`config.mk`:
```
export PLATFORM = sky130hd
export DESIGN_NAME = mux_bus_seq
export DESIGN_NICKNAME = d
export VERILOG_FILES = /design/src/rtl/mbs_pkg.sv /design/src/rtl/mbs_cfg_reg.sv /design/src/rtl/mbs_wait_ctr.sv /design/src/rtl/mbs_fsm.sv /design/src/rtl/mbs_bus_drv.sv /design/src/rtl/mux_bus_seq.sv
export SDC_FILE = /design/constraint.sdc
export NUM_CORES = 1
export LEC_CHECK = 0
export BUFFER_PORTS_ARGS = -buffer_cell sky130_fd_sc_hd__buf_2
export CORE_UTILIZATION = 50
export DETAILED_ROUTE_END_ITERATION = 7
export HOLD_SLACK_MARGIN = 0.06
export PLACE_DENSITY = 0.8
export SKIP_CTS_REPAIR_TIMING = 1
export SYNTH_ARGS = -nofsm -noshare
export SYNTH_HDL_FRONTEND = slang
export SYNTH_HIERARCHICAL = 1
export SYNTH_SLANG_ARGS = --single-unit
```
`constraint.sdc`:
```
create_clock -name clk_i -period 2.8 [get_ports clk_i]
set_input_delay 0.56 -clock clk_i [delete_from_list [all_inputs] [get_ports clk_i]]
set_output_delay 0.56 -clock clk_i [all_outputs]
set_load 0.02 [all_outputs]
```
`src/rtl/mbs_pkg.sv`:
```
package mbs_pkg;
  typedef enum logic [2:0] {
    PH_IDLE,
    PH_LATCH,
    PH_HOLD,
    PH_STROBE,
    PH_GAP
  } phase_e;
endpackage

```
`src/rtl/mbs_cfg_reg.sv`:
```
module mbs_cfg_reg #(
  parameter int WFW = 4
) (
  input  logic           clk_i,
  input  logic           rst_ni,
  input  logic           we_i,
  input  logic [WFW-1:0] wait_i,
  input  logic           gap_i,
  output logic [WFW-1:0] wait_o,
  output logic           gap_o
);
  // reset value 0 selects the longest cycle
  always_ff @(posedge clk_i or negedge rst_ni) begin
    if (!rst_ni) begin
      wait_o <= '0;
      gap_o  <= 1'b0;
    end else if (we_i) begin
      wait_o <= wait_i;
      gap_o  <= gap_i;
    end
  end
endmodule

```
`src/rtl/mbs_wait_ctr.sv`:
```
module mbs_wait_ctr #(
  parameter int WFW = 4
) (
  input  logic           clk_i,
  input  logic           rst_ni,
  input  logic           load_i,
  input  logic [WFW-1:0] fld_i,
  input  logic           dec_i,
  output logic           zero_o
);
  localparam logic [WFW-1:0] MaxWait = '1;

  logic [WFW-1:0] cnt_q;

  always_ff @(posedge clk_i or negedge rst_ni) begin
    if (!rst_ni)                cnt_q <= '0;
    else if (load_i)            cnt_q <= MaxWait - fld_i;
    else if (dec_i && !zero_o)  cnt_q <= cnt_q - 1'b1;
  end

  assign zero_o = (cnt_q == '0);


  wait_step_chk: assert property (@(posedge clk_i) disable iff (!rst_ni)
    (dec_i && !zero_o && !load_i) |=> (cnt_q == $past(cnt_q) - 1'b1));
endmodule

```
`src/rtl/mbs_fsm.sv`:
```
module mbs_fsm
  import mbs_pkg::*;
(
  input  logic   clk_i,
  input  logic   rst_ni,
  input  logic   req_i,
  input  logic   we_i,
  input  logic   gap_en_i,
  input  logic   zero_i,
  output logic   accept_o,
  output logic   dec_o,
  output logic   ack_o,
  output logic   stall_o,
  output logic   we_o,
  output phase_e ph_o
);
  phase_e ph_q, ph_d;
  logic   we_q, gap_q, ack_q;

  assign accept_o = (ph_q == PH_IDLE) && req_i;

  always_comb begin
    ph_d = ph_q;
    unique case (ph_q)
      PH_IDLE:   if (req_i) ph_d = PH_LATCH;
      PH_LATCH:  ph_d = PH_HOLD;
      PH_HOLD:   ph_d = PH_STROBE;
      PH_STROBE: if (zero_i) ph_d = (gap_q && !we_q) ? PH_GAP : PH_IDLE;
      PH_GAP:    ph_d = PH_IDLE;
      default:   ph_d = PH_IDLE;
    endcase
  end

  always_ff @(posedge clk_i or negedge rst_ni) begin
    if (!rst_ni) begin
      ph_q  <= PH_IDLE;
      we_q  <= 1'b0;
      gap_q <= 1'b0;
      ack_q <= 1'b0;
    end else begin
      ph_q  <= ph_d;
      ack_q <= (ph_q == PH_STROBE) && zero_i;
      if (accept_o) begin
        we_q  <= we_i;
        gap_q <= gap_en_i;
      end
    end
  end

  assign dec_o   = (ph_q == PH_STROBE);
  assign stall_o = (ph_q == PH_STROBE) && !zero_i;
  assign ack_o   = ack_q;
  assign we_o    = we_q;
  assign ph_o    = ph_q;


  gap_one_clk_chk: assert property (@(posedge clk_i) disable iff (!rst_ni)
    (ph_q == PH_GAP) |=> (ph_q == PH_IDLE));

  busy_no_take_chk: assert property (@(posedge clk_i) disable iff (!rst_ni)
    (req_i && ph_q != PH_IDLE) |=> (ph_q != PH_LATCH));
endmodule

```
`src/rtl/mbs_bus_drv.sv`:
```
module mbs_bus_drv
  import mbs_pkg::*;
#(
  parameter int DW = 16
) (
  input  logic          clk_i,
  input  logic          rst_ni,
  input  logic          accept_i,
  input  logic [DW-1:0] addr_i,
  input  logic [DW-1:0] wdata_i,
  input  phase_e        ph_i,
  input  logic          we_i,
  input  logic          sample_i,
  input  logic [DW-1:0] ad_i,
  output logic          ale_o,
  output logic          rd_o,
  output logic          wr_o,
  output logic [DW-1:0] ad_o,
  output logic          ad_oe_o,
  output logic [DW-1:0] rdata_o
);
  logic [DW-1:0] addr_q, wdata_q, rdata_q;
  logic          addr_ph;

  always_ff @(posedge clk_i or negedge rst_ni) begin
    if (!rst_ni) begin
      addr_q  <= '0;
      wdata_q <= '0;
      rdata_q <= '0;
    end else begin
      if (accept_i) begin
        addr_q  <= addr_i;
        wdata_q <= wdata_i;
      end
      if (sample_i && !we_i) rdata_q <= ad_i;
    end
  end

  assign addr_ph = (ph_i == PH_LATCH) || (ph_i == PH_HOLD);
  assign ale_o   = (ph_i == PH_LATCH);
  assign rd_o    = (ph_i == PH_STROBE) && !we_i;
  assign wr_o    = (ph_i == PH_STROBE) && we_i;
  assign ad_oe_o = addr_ph || wr_o;
  assign ad_o    = addr_ph ? addr_q : (wr_o ? wdata_q : '0);
  assign rdata_o = rdata_q;


  strobe_excl_chk: assert property (@(posedge clk_i) disable iff (!rst_ni)
    $onehot0({ale_o, rd_o, wr_o}));

  hold_after_ale_chk: assert property (@(posedge clk_i) disable iff (!rst_ni)
    ale_o |=> (!ale_o && ad_oe_o && !rd_o && !wr_o && ad_o == $past(ad_o)));

  read_released_chk: assert property (@(posedge clk_i) disable iff (!rst_ni)
    rd_o |-> !ad_oe_o);
endmodule

```
`src/rtl/mux_bus_seq.sv`:
```
module mux_bus_seq
  import mbs_pkg::*;
#(
  parameter int DW  = 16,
  parameter int WFW = 4
) (
  input  logic           clk_i,
  input  logic           rst_ni,
  input  logic           req_i,
  input  logic           we_i,
  input  logic [DW-1:0]  addr_i,
  input  logic [DW-1:0]  wdata_i,
  output logic           ack_o,
  output logic [DW-1:0]  rdata_o,
  output logic           stall_o,
  input  logic           cfg_we_i,
  input  logic [WFW-1:0] cfg_wait_i,
  input  logic           cfg_gap_i,
  output logic           ale_o,
  output logic           rd_o,
  output logic           wr_o,
  output logic [DW-1:0]  ad_o,
  output logic           ad_oe_o,
  input  logic [DW-1:0]  ad_i
);
  logic [WFW-1:0] wait_fld;
  logic           gap_en, accept, dec, zero, we_cur;
  phase_e         ph;

  mbs_cfg_reg #(.WFW(WFW)) u_cfg (
    .clk_i, .rst_ni,
    .we_i(cfg_we_i), .wait_i(cfg_wait_i), .gap_i(cfg_gap_i),
    .wait_o(wait_fld), .gap_o(gap_en)
  );

  mbs_wait_ctr #(.WFW(WFW)) u_wait (
    .clk_i, .rst_ni,
    .load_i(accept), .fld_i(wait_fld), .dec_i(dec), .zero_o(zero)
  );

  mbs_fsm u_fsm (
    .clk_i, .rst_ni,
    .req_i, .we_i, .gap_en_i(gap_en), .zero_i(zero),
    .accept_o(accept), .dec_o(dec), .ack_o, .stall_o,
    .we_o(we_cur), .ph_o(ph)
  );

  mbs_bus_drv #(.DW(DW)) u_drv (
    .clk_i, .rst_ni,
    .accept_i(accept), .addr_i, .wdata_i,
    .ph_i(ph), .we_i(we_cur), .sample_i(dec && zero), .ad_i,
    .ale_o, .rd_o, .wr_o, .ad_o, .ad_oe_o, .rdata_o
  );


  ack_pulse_chk: assert property (@(posedge clk_i) disable iff (!rst_ni)
    ack_o |=> !ack_o);

  stall_in_strobe_chk: assert property (@(posedge clk_i) disable iff (!rst_ni)
    stall_o |-> (rd_o || wr_o));

  ack_after_last_chk: assert property (@(posedge clk_i) disable iff (!rst_ni)
    ((rd_o || wr_o) && !stall_o) |=> (ack_o && !rd_o && !wr_o));
endmodule

```
Yosys cells after proc, flatten, opt, wreduce, memory -nomap -nowiden
Cells that the tools add are included.
W data, S select, Z words.
{"block": "op_classes", "add_sub_neg": 2, "eq_ne": 5, "n_mux": 8, "reduce_logical": 15}
{"op": "$mux W16", "count": 2}
{"op": "$pmux W3 S4", "count": 1}
{"op": "$mux W3", "count": 3}
{"op": "$mux W4", "count": 2}
{"op": "$logic_and A1 B1 Y1", "count": 7}
{"op": "$eq A3 B2 Y1 const B", "count": 2}
{"op": "$logic_not A4 Y1", "count": 1}
{"op": "$sub A4 B1 Y4 const B", "count": 1}
{"op": "$sub A4 B4 Y4 const A", "count": 1}
{"op": "$eq A3 B1 Y1 const B", "count": 1}
{"op": "$logic_not A3 Y1", "count": 1}
{"op": "$logic_not A1 Y1", "count": 2}
{"op": "$logic_or A1 B1 Y1", "count": 2}
{"op": "$ne A2 B1 Y1 const B", "count": 1}
{"op": "$ne A2 B2 Y1 const B", "count": 1}
{"op": "$reduce_and A2 Y1", "count": 1}
{"op": "$reduce_bool A2 Y1", "count": 1}
{"block": "totals", "register_bits": 63, "inputBits": 58, "out_inout_bits": 38, "wordCells": 40}

Logic depth before layout (Yosys ltp)
Gate-level depths: netlist (run 1).
{"block": "logic_depth", "depth_word": 5, "depth_mapped": 9, "ltp_nobuf": 7}

By module
The synthesis (run 1) kept the hierarchy.
{"module": "mbs_bus_drv", "n_inst": 1, "cells_each": 182, "area_each_um2": 2219.6, "seq_area_each_um2": 1201.2}
{"module": "mbs_fsm", "n_inst": 1, "cells_each": 18, "area_each_um2": 264.0, "seq_area_each_um2": 150.1}
{"module": "mbs_wait_ctr", "n_inst": 1, "cells_each": 26, "area_each_um2": 247.7, "seq_area_each_um2": 100.1}
{"module": "mbs_cfg_reg", "n_inst": 1, "cells_each": 10, "area_each_um2": 181.4, "seq_area_each_um2": 125.1}
{"module": "mux_bus_seq", "n_inst": 1, "cells_each": 1, "area_each_um2": 6.3, "seq_area_each_um2": 0.0}

Least setup slack after synthesis (run 1)
Ideal clock, no wire load.
{"block": "synth_path", "kind": "register to register", "startpoint": "register u_wait.cnt_q[0]", "endpoint": "register u_drv.rdata_q[10], in the netlist u_drv/rdata_o[10]", "setup_time_ns": 0.127, "arrival_ns": 1.977, "required_ns": 2.673, "slack_ns": 0.695, "stages_incl_launch_ff": 10, "n_path_buf": 2, "synth_period_minus_slack_ns": 2.105, "cell_sequence": "dfrtp_1 > inv_1 > ha_1 > or3b_4 > inv_1 > and2_1 > nor2b_1 > buf_2 > buf_6 > mux2_1"}
{"block": "synth_via", "elab_chain_len": 3}
{"element": "start: declaration", "line": "mbs_wait_ctr.sv:13", "source": "logic [WFW-1:0] cnt_q;"}
{"element": "start signal: assignment", "line": "mbs_wait_ctr.sv:17", "source": "else if (load_i) cnt_q <= MaxWait - fld_i;"}
{"element": "start signal: assignment", "line": "mbs_wait_ctr.sv:18", "source": "else if (dec_i && !zero_o) cnt_q <= cnt_q - 1'b1;"}
{"element": "$logic_not A4 Y1", "line": "mbs_wait_ctr.sv:21", "source": "assign zero_o = (cnt_q == '0);"}
{"element": "via zero", "line": "mux_bus_seq.sv:27", "source": "logic gap_en, accept, dec, zero, we_cur;"}
{"element": "$logic_and A1 B1 Y1", "line": "mux_bus_seq.sv:51", "source": ".ph_i(ph), .we_i(we_cur), .sample_i(dec && zero), .ad_i,"}
{"element": "$logic_and A1 B1 Y1", "line": "mbs_bus_drv.sv:35", "source": "if (sample_i && !we_i) rdata_q <= ad_i;"}
{"element": "end signal: assignment", "line": "mbs_bus_drv.sv:35"}
{"element": "end: declaration", "line": "mbs_bus_drv.sv:22", "source": "logic [DW-1:0] addr_q, wdata_q, rdata_q;"}
The timed path passes the listed nets, and every way through them passes these cells.
A chain may end at the register's enable or synchronous reset.

Worst setup path in the final report (run 1)
{"block": "layout_path", "startpoint": "register u_fsm.ph_q[2], in the netlist u_fsm/ph_o[2]", "endpoint": "output ad_o[7]"}
{"block": "layout_via", "elab_chain_len": 4, "elab_cells_between_ends": 7, "cone_classes": "eq/ne (3); mux (2); reduce/logical (2)"}
{"element": "start: declaration", "line": "mbs_fsm.sv:17", "source": "phase_e ph_q, ph_d;"}
{"element": "start signal: assignment", "line": "mbs_fsm.sv:41", "source": "ph_q <= ph_d;"}
{"element": "$eq A3 B2 Y1", "line": "mbs_bus_drv.sv:42", "source": "assign wr_o = (ph_i == PH_STROBE) && we_i;"}
{"element": "$logic_and A1 B1 Y1", "line": "mbs_bus_drv.sv:42"}
{"element": "$mux W16", "line": "mbs_bus_drv.sv:44", "source": "assign ad_o = addr_ph ? addr_q : (wr_o ? wdata_q : '0);"}
{"element": "$mux W16 *", "line": "mbs_bus_drv.sv:44"}
{"element": "end: declaration", "line": "mux_bus_seq.sv:22", "source": "output logic [DW-1:0] ad_o,"}
Every way passes the cells marked *; elsewhere a longest branch is shown, timed or not.

==> results.txt, run 1 <==
The number of buffers on the longest clock path was 2. The count of different cell masters after synthesis is 35, and the number of sinks handled by clock tree synthesis is 63. The clock period minus worst slack was 2470 ps. TritonCTS built the clock tree.

The arrival time reported for the critical path endpoint was 1910 ps; the share of synthesized registers carrying an async set or reset was 100.0%. Cells fill 65.28% of the core in the end. The worst setup path is launched from a register. The worst register-to-register path has a depth of 8. The critical path goes through buf_4, nand2b_1, o32ai_2, buf_2. By area the synthesized netlist is led by dfrtp_1 (54%), mux2_2 (11%), o32ai_2 (5.6%). The logs give 54.01% for the portion of the post-synthesis area used by sequential elements and 0.6790 mV for the worst-case vdd ir drop. In the finished design, the share of the clock period the worst path needs comes to 88.21%. After clock tree synthesis, the clock-pin slew on the worst setup and hold paths is 60 ps. The core region area is 0.005574 sq mm. The footprint of the multi-input gates came out at 0.001200 sq mm. For the top achievable clock speed, the log shows 404.9 MHz.

The area growth from synthesis to layout was 24.65%. The power per cell area is 1151 mW/mm^2. STA classifies the critical path endpoint as an output port. The routability congestion estimate came out at 0.7689. During placement, the flow inserted port buffers numbering 95. The cell family contributing the most delay on the critical path was flip-flops. In this run, synthesis produced a sequential element count of 63.

The tools report the number of design rule violations left after detail routing as 0. The setup TNS was 0 ps; the clock latency on the worst-skew pair was 320 ps. In this run the worst hold path is classified as input pin to asynchronous set/reset pin. The cell taking the most area after synthesis was dfrtp_1. Synthesis produced 237 cells. The number of setup violations in the final report was 0; the area of the die was 0.006147 sq mm.

Number of flops mapped to enable cells by yosys: 0. The number of nets at the end of the flow is 395, and the total CTS buffers is 9. The depth of the CTS H-tree is 3, and the first-pass GRT wire length is 9.639 mm. The die is 78.41 um tall. The pre-antenna-repair detailed-routing pass consisted of 4 iterations. In this run, the clock network consumes 15.8% of the power. The final-report hold violation count was 0; the via count of the first global-routing pass was 2,067. The tools report the required time of the critical path as 2240 ps. The logs give 6 for the number of synthesis warnings and 20.67% for the overall track demand over capacity in global routing.

In this run the count of I/O pins placed on the die edge is 96. Entering global routing, the biggest net connects 49 pins. Internal power comes to 0.002535 W. The worst flop-to-flop path endpoint was u_drv/rdata_o[3]. The leftover overflow at the end of global routing is 0. The startpoint identified for the worst register-to-register timing path is u_wait/cnt_q[0]. The largest fanout of any net on the critical path was 23. In the layout the commonest cells are buf_2 (95), dfrtp_1 (63), mux2_2 (29), inv_1 (20), nand2_1 (19).

The number of antenna diodes in the final layout is 0. In the synthesized netlist the dominant register cell turns out to be dfrtp_1. The critical path contains buffers and inverters numbering 2 combined.

The run gives 0 as the count of pins over their slew limit. The slew at the pin closest to its max-slew limit was 767.7 ps; the share of total power consumed by net switching was 39.45%. For the layout filler cell count, the log shows 452. Setup repair after global routing left no endpoint under its margin. Detailed placement finished with a half-perimeter wire length of 4.124 mm. The largest single stage delay on the critical path is 720 ps.

After detailed routing, the average wire length per cell comes to 14.07 um. The final wirelength came out at 5.782 mm. The tree is rooted in a clkbuf_8. For the final database, setup skew stands at 2.213 ps. The logs give 0 for the count of maximum capacitance violations and 0 for the initial antenna violation count. The floorplan row count came out at 27. For this design, the slowest cell found on the critical path is dfrtp_1. The instance count on the critical path works out to 4.

The area share of the leading cell type in the synthesized netlist is 54.01%, and the initial DRC count is 88. The worst register-to-register path has a setup slack of 550 ps. The post-synthesis net count was 296. The cell area after technology mapping was 0.002919 sq mm; the number of routed nets with antenna violations was 0. Initial core utilization: 52.37%. Most common library cell in the layout ignoring fill and taps: buf_2.

The worst pin sits at a relative slew slack of 48.82%. Detailed routing inserted a total of 2,109 vias. In the final layout, flip-flops and latches occupy 0.001577 sq mm.

Dividing the synthesized area by the synthesized cell count gives 12.32 sq um. Of the cells placed in the final design, the portion with a size suffix greater than 1 is 46.90%. The die is 78.41 um wide. The critical path is of the register to output port type.

The static leakage power is 1.776 nW. The mean number of vias per cell works out to 5.131. The flow ran to the end, and the final reports show no timing, DRC or antenna violations. For this design the total switching power over the nets is 0.001651 W. In this run, the combinational gates consume 47.2% of the power. In this run, flip-flops and latches consume 36.9% of the power.
==> metal layers <==
| layer | routed length [um] | GRT usage, % |
|---|---|---|
| met1 | 2732 | 28.63 |
| met2 | 2642 | 30.53 |
| met3 | 317 | 5.116 |
| met4 | 89 | 9.815 |
| met5 | 0 | 0 |
==> power by group through the flow <==
| stage | sequential, W | combinational [W] | clock [W] |
|---|---|---|---|
| CTS | 0.00154 | 0.00199 | 0.000686 |
| finish | 0.00155 | 0.00198 | 0.000662 |
| floorplan | 0.00166 | 0.00130 | 0 |
| detailed placement | 0.00155 | 0.00198 | 0 |
| global route | 0.00160 | 0.00215 | 0.000725 |
| global placement | 0.00153 | 0.00193 | 0 |
==> Yosys cell counts, types with 2 or more instances <==
cell type / number
a21oi_1: 4
and3b_2: 2
buf_2: 6
buf_6: 3
clkbuf_1: 4
dfrtp_1: 63
inv_1: 20
mux2_1: 10
mux2_2: 29
mux2i_1: 2
nand2_1: 19
nand2b_1: 17
nor2_1: 3
nor2b_1: 3
o21ai_0: 17
o21bai_1: 2
o32ai_1: 6
o32ai_2: 10
==> per-stage QoR <==
stage                     setup slack, ps  std cells  area (sq um)  power (W)  hold WS (ps)
after floorplan                     695.1        237          2919   0.002962         264.4
after global placement              534.2        397          3463   0.003460         430.2
after detailed placement            423.0        397          3463   0.003538         439.7
after CTS                           52.41        411          3627   0.004216         329.0
after global routing                211.0        411          3638   0.004479         350.5
final                               330.1        411          3638   0.004186         309.5
==> state kept, by name, indices dropped and copies added (netlist names) <==
| name | cells |
|---|---|
| u_cfg/gap_o | 1 |
| u_cfg/wait_o | 4 |
| u_drv/addr_q | 16 |
| u_drv/rdata_o | 16 |
| u_drv/wdata_q | 16 |
| u_fsm/ack_o | 1 |
| u_fsm/gap_q | 1 |
| u_fsm/ph_o | 3 |
| u_fsm/we_o | 1 |
| u_wait/cnt_q | 4 |
==> cells by family after synthesis <==
| kind of cell | Yosys count | synth area share [%] |
|---|---|---|
| flops | 63 | 54.01 |
| simple gates | 55 | 11.53 |
| compound gates | 43 | 12.47 |
| mux | 41 | 15.73 |
| buf+inv | 33 | 5.272 |
| xor+xnor | 1 | 0.5574 |
| fa+ha+maj | 1 | 0.4286 |
==> how the worst max path moves through the flow <==
stage	slack, ps	to	from
6_report	330	ad_o[7]	u_fsm/ph_o[2]
5_1_grt	210	ad_o[7]	u_fsm/ph_o[2]
4_1_cts	50	ad_o[1]	u_fsm/ph_o[1]
3_5_place_dp	420	ad_o[7]	u_fsm/ph_o[1]
3_3_place_gp	530	ad_o[3]	u_fsm/ph_o[1]
2_1_floorplan	700	u_drv/rdata_o[10]	u_wait/cnt_q[0]
==> area by class of cell <==
class | instances | share of cell area, %
Timing Repair Buffer | 101 | 14.65
Tap cell | 72 | 2.476
Clock inverter | 1 | 0.1376
Inverter | 20 | 2.063
Clock buffer | 13 | 4.367
Sequential cell | 63 | 43.33
Multi-Input combinational cell | 141 | 32.98
No activity file was read; power rests on OpenSTA's default activity.
==> run 2: changes to the inputs <==
--- a/config.mk
+++ b/config.mk
@@ -5,11 +5,12 @@
 export SDC_FILE = /design/constraint.sdc
 export NUM_CORES = 1
 export LEC_CHECK = 0
+export ABC_AREA = 1
 export BUFFER_PORTS_ARGS = -buffer_cell sky130_fd_sc_hd__buf_2
-export CORE_UTILIZATION = 50
+export CORE_UTILIZATION = 46
 export DETAILED_ROUTE_END_ITERATION = 7
 export HOLD_SLACK_MARGIN = 0.06
-export PLACE_DENSITY = 0.8
+export PLACE_DENSITY = 0.77
 export SKIP_CTS_REPAIR_TIMING = 1
 export SYNTH_ARGS = -nofsm -noshare
 export SYNTH_HDL_FRONTEND = slang
==> constraint.sdc (replaced) <==
create_clock -name clk_i -period 2 [get_ports clk_i]
set_input_delay 0.4 -clock clk_i [delete_from_list [all_inputs] [get_ports clk_i]]
set_output_delay 0.4 -clock clk_i [all_outputs]
set_load 0.02 [all_outputs]
==> results.txt, run 2 <==
The worst hold-check path type is input pin to asynchronous set/reset pin (unchanged). Number of register bits inferred by synthesis: 63 (unchanged). Mean number of vias per cell: 4.792 (was 5.131).

For the arrival time reported for the critical path endpoint, the log shows 1520 ps (was 1910 ps). The category of the worst setup path launch point is a register (unchanged). The final-report hold violation count came out at 0 (unchanged). The number of synthesis warnings is 6 (unchanged), and the initial DRC count is 83 (was 88). The clock edge transition at the registers on the reported setup and hold paths works out to 60 ps (about the same). The count of pins over their slew limit came out at 0 (unchanged). The area growth from synthesis to layout is 26.55% (was 24.65%). The dominant cell by count in the synthesized netlist is nand2_1 (was dfrtp_1). The floorplan row count is 29 (was 27), and the largest fanout of any net on the critical path is 4 (was 23).

The final instance count without filler cells was 490 (was 411). Post-synth top cells: nand2_1 (104), dfrtp_1 (63), nand3_1 (42) (was dfrtp_1 (63), mux2_2 (29), inv_1 (20)). The final critical path takes up 96.09% of the cycle. The headroom to the max-slew limit is 77.75% (was 48.82%). The number of flops mapped to enable cells by yosys was 0 (unchanged). The via count of the first global-routing pass is 2,322 (was 2,067).

The share of synthesized registers carrying an async set or reset works out to 100.0% (unchanged). The routability congestion estimate is 0.8290 (was 0.7689), and the number of setup violations in the final report is 0 (unchanged). The core region area is 0.006350 sq mm (was 0.005574 sq mm), and the total CTS buffers is 9 (unchanged).

The clock latency on the worst-skew pair was 330 ps (was 320 ps); the vertical extent of the die was 83.10 um (was 78.41 um). The top achievable clock speed is 520.4 MHz. The tools report the largest net degree at the start of global routing as 64 (was 49). The count of buffers from port buffering was 95 (unchanged); the power per cell area was 1732 mW/mm^2 (was 1151 mW/mm^2). The initial core utilization was 47.65% (was 52.37%).

The run gives 0 (unchanged) as the initial antenna violation count. The number of sinks handled by clock tree synthesis was 63 (unchanged); the clock period minus worst slack was 1922 ps. The tools report the kind of end point of the critical path as an output port (unchanged). The logs give 0 (unchanged) for the leftover overflow at the end of global routing and 6.113 ps (was 2.213 ps) for the post-route clock skew. The overall via count from detail_route is 2,348 (was 2,109), and the area share of the leading cell type in the synthesized netlist is 52.11% (was 54.01%). TritonCTS built the clock tree. The synthesized instance count is 304 (was 237).

The static leakage power is 2.123 nW (was 1.776 nW), and the slew at the pin closest to its max-slew limit is 333.8 ps (was 767.7 ps). Most common library cell in the layout ignoring fill and taps: nand2_1 (was buf_2). Number of buffers on the longest clock path: 2 (unchanged). The area of the die was 0.006906 sq mm (was 0.006147 sq mm). For the number of nets at the end of the flow, the log shows 468 (was 395). The tools report the first-pass GRT wire length as 11.05 mm (was 9.639 mm). The tools report the worst-case vdd ir drop as 1.328 mV (was 0.6790 mV). The count of maximum capacitance violations was 0 (unchanged).

The boundary pin count is 96 (unchanged), and the depth of the worst register-to-register path is 5 (was 8). The depth of the CTS H-tree is 3 (unchanged), and the number of design rule violations left after detail routing is 0 (unchanged). Most used flip-flop cell after synthesis: dfrtp_1 (unchanged). Share of final-layout standard cells stronger than drive strength 1: 41.16% (was 46.90%). The detailed-placement wirelength estimate is 4.635 mm (was 4.124 mm), and the placed cell count is 469 (was 397). The run gives 6.550 mm (was 5.782 mm) as the final wirelength.

Top post-synthesis cells by area: dfrtp_1 (52%), mux2_4 (15%), nand2_1 (13%) (was dfrtp_1 (54%), mux2_2 (11%), o32ai_2 (5.6%)). The logs give 52.11% (was 54.01%) for the portion of the post-synthesis area used by sequential elements and 363 (was 296) for the post-synthesis net count. Mean instance size in the synthesized netlist: 9.952 sq um (was 12.32 sq um). The run gives 0 (unchanged) as the number of diodes added for antenna fixing. The cell taking the most area after synthesis was dfrtp_1 (unchanged). The final hold slack came out at 62.97 ps (was 309.5 ps).

The logs give 20.39% (was 20.67%) for the overall track demand over capacity in global routing and 1600 ps (was 2240 ps) for the required time of the critical path. Category of the critical setup timing path: register to output port (unchanged). The number of routed nets with antenna violations is 0 (unchanged), and the floorplan die width is 83.10 um (was 78.41 um). The count of different cell masters after synthesis is 26 (was 35).

Average wire per standard cell: 13.37 um (was 14.07 um). Leading cell types in the layout, fill and taps excluded: nand2_1 (103), buf_2 (94), dfrtp_1 (62), nand3_1 (42), mux2_4 (30) (was buf_2 (95), dfrtp_1 (63), mux2_2 (29), inv_1 (20), nand2_1 (19)). For the length of the first detailed-routing pass in iterations, the log shows 4 (unchanged). The cell area after technology mapping came out at 0.003025 sq mm (was 0.002919 sq mm).

The root cell of the clock tree is clkbuf_8 (unchanged). The flow ran to the end, and the final reports show no timing, DRC or antenna violations.
[run 2: power breakdown]
group / leakage (nW) / total (W) / switching, W / internal, W
combinational: 1.27 / 0.00336 / 0.00190 / 0.00145
sequential: 0.759 / 0.00228 / 0.000401 / 0.00188
clock: 0.0898 / 0.00100 / 0.000452 / 0.000547
[run 2: logic make-up (layout without fill, tap and decap cells)]
| family | after synthesis | after routing | share of synthesized area, % |
|---|---|---|---|
| AO/OA/AOI/OAI | 4 | 4 | 0.7857 |
| adder cells (fa/ha/maj) | 1 | 1 | 0.4135 |
| buffers and inverters | 34 | 143 | 6.244 |
| flip-flops | 63 | 63 | 52.11 |
| multiplexers | 32 | 32 | 15.63 |
| AND/OR/NAND/NOR | 170 | 170 | 24.81 |
[run 2: layout make-up]
type	instances	area (sq um)
Sequential cell	63	1578
Clock buffer	15	176.4
Multi-Input combinational cell	207	1279
Inverter	21	81.33
Fill cell	552	2521
Timing Repair Buffer	107	618.1
Tap cell	77	96.34
[run 2: path summary, 6_finish.rpt]
kind | start | to | slack, ps
worst max-delay path | u_wait/cnt_q[0] | stall_o | 80
worst min-delay path | rst_ni | u_cfg/wait_o[0] | 60
worst max register to register | u_fsm/ph_o[0] | u_drv/addr_q[15] | 270
worst min register to register | u_drv/rdata_o[2] | u_drv/rdata_o[2] | 470
max in group asynchronous | rst_ni | u_fsm/ph_o[2] | 1650
min in group clk_i | cfg_wait_i[3] | u_cfg/wait_o[3] | 270
[run 2: per-layer routing]
| layer | global-route usage, % | vias up | share of wire [%] |
|---|---|---|---|
| li1 | - | 1188 | - |
| met1 | 27.22 | 1082 | 47 |
| met2 | 31.82 | 67 | 46 |
| met3 | 4.274 | 11 | 4.6 |
| met4 | 9.718 | 0 | 2.3 |
| met5 | 0 | - | 0 |
[run 2: critical path: stages (launching register included)]
cell,delay [ps]
dfrtp_1,390
inv_2,90
ha_2,190
nand2_1,80
inv_1,80
inv_1,60
nand2_2,100
inv_1,50
buf_4,150
[run 2: metrics by stage]
| step | instance area, sq um | util (%) | total power (W) | setup TNS (ps) | setup slack [ps] |
|---|---|---|---|---|---|
| 6_report | 3829 | 60.30 | 0.006631 | 0 | 78.27 |
| 5_1_grt | 3829 | 60.30 | 0.007126 | -4.420 | -4.420 |
| 4_1_cts | 3749 | 59.03 | 0.006494 | -38.56 | -18.84 |
| 3_5_place_dp | 3572 | 56.26 | 0.005476 | 0 | 279.4 |
| 3_3_place_gp | 3572 | 56.26 | 0.005373 | 0 | 356.3 |
| 2_1_floorplan | 3025 | - | 0.004594 | 0 | 321.0 |
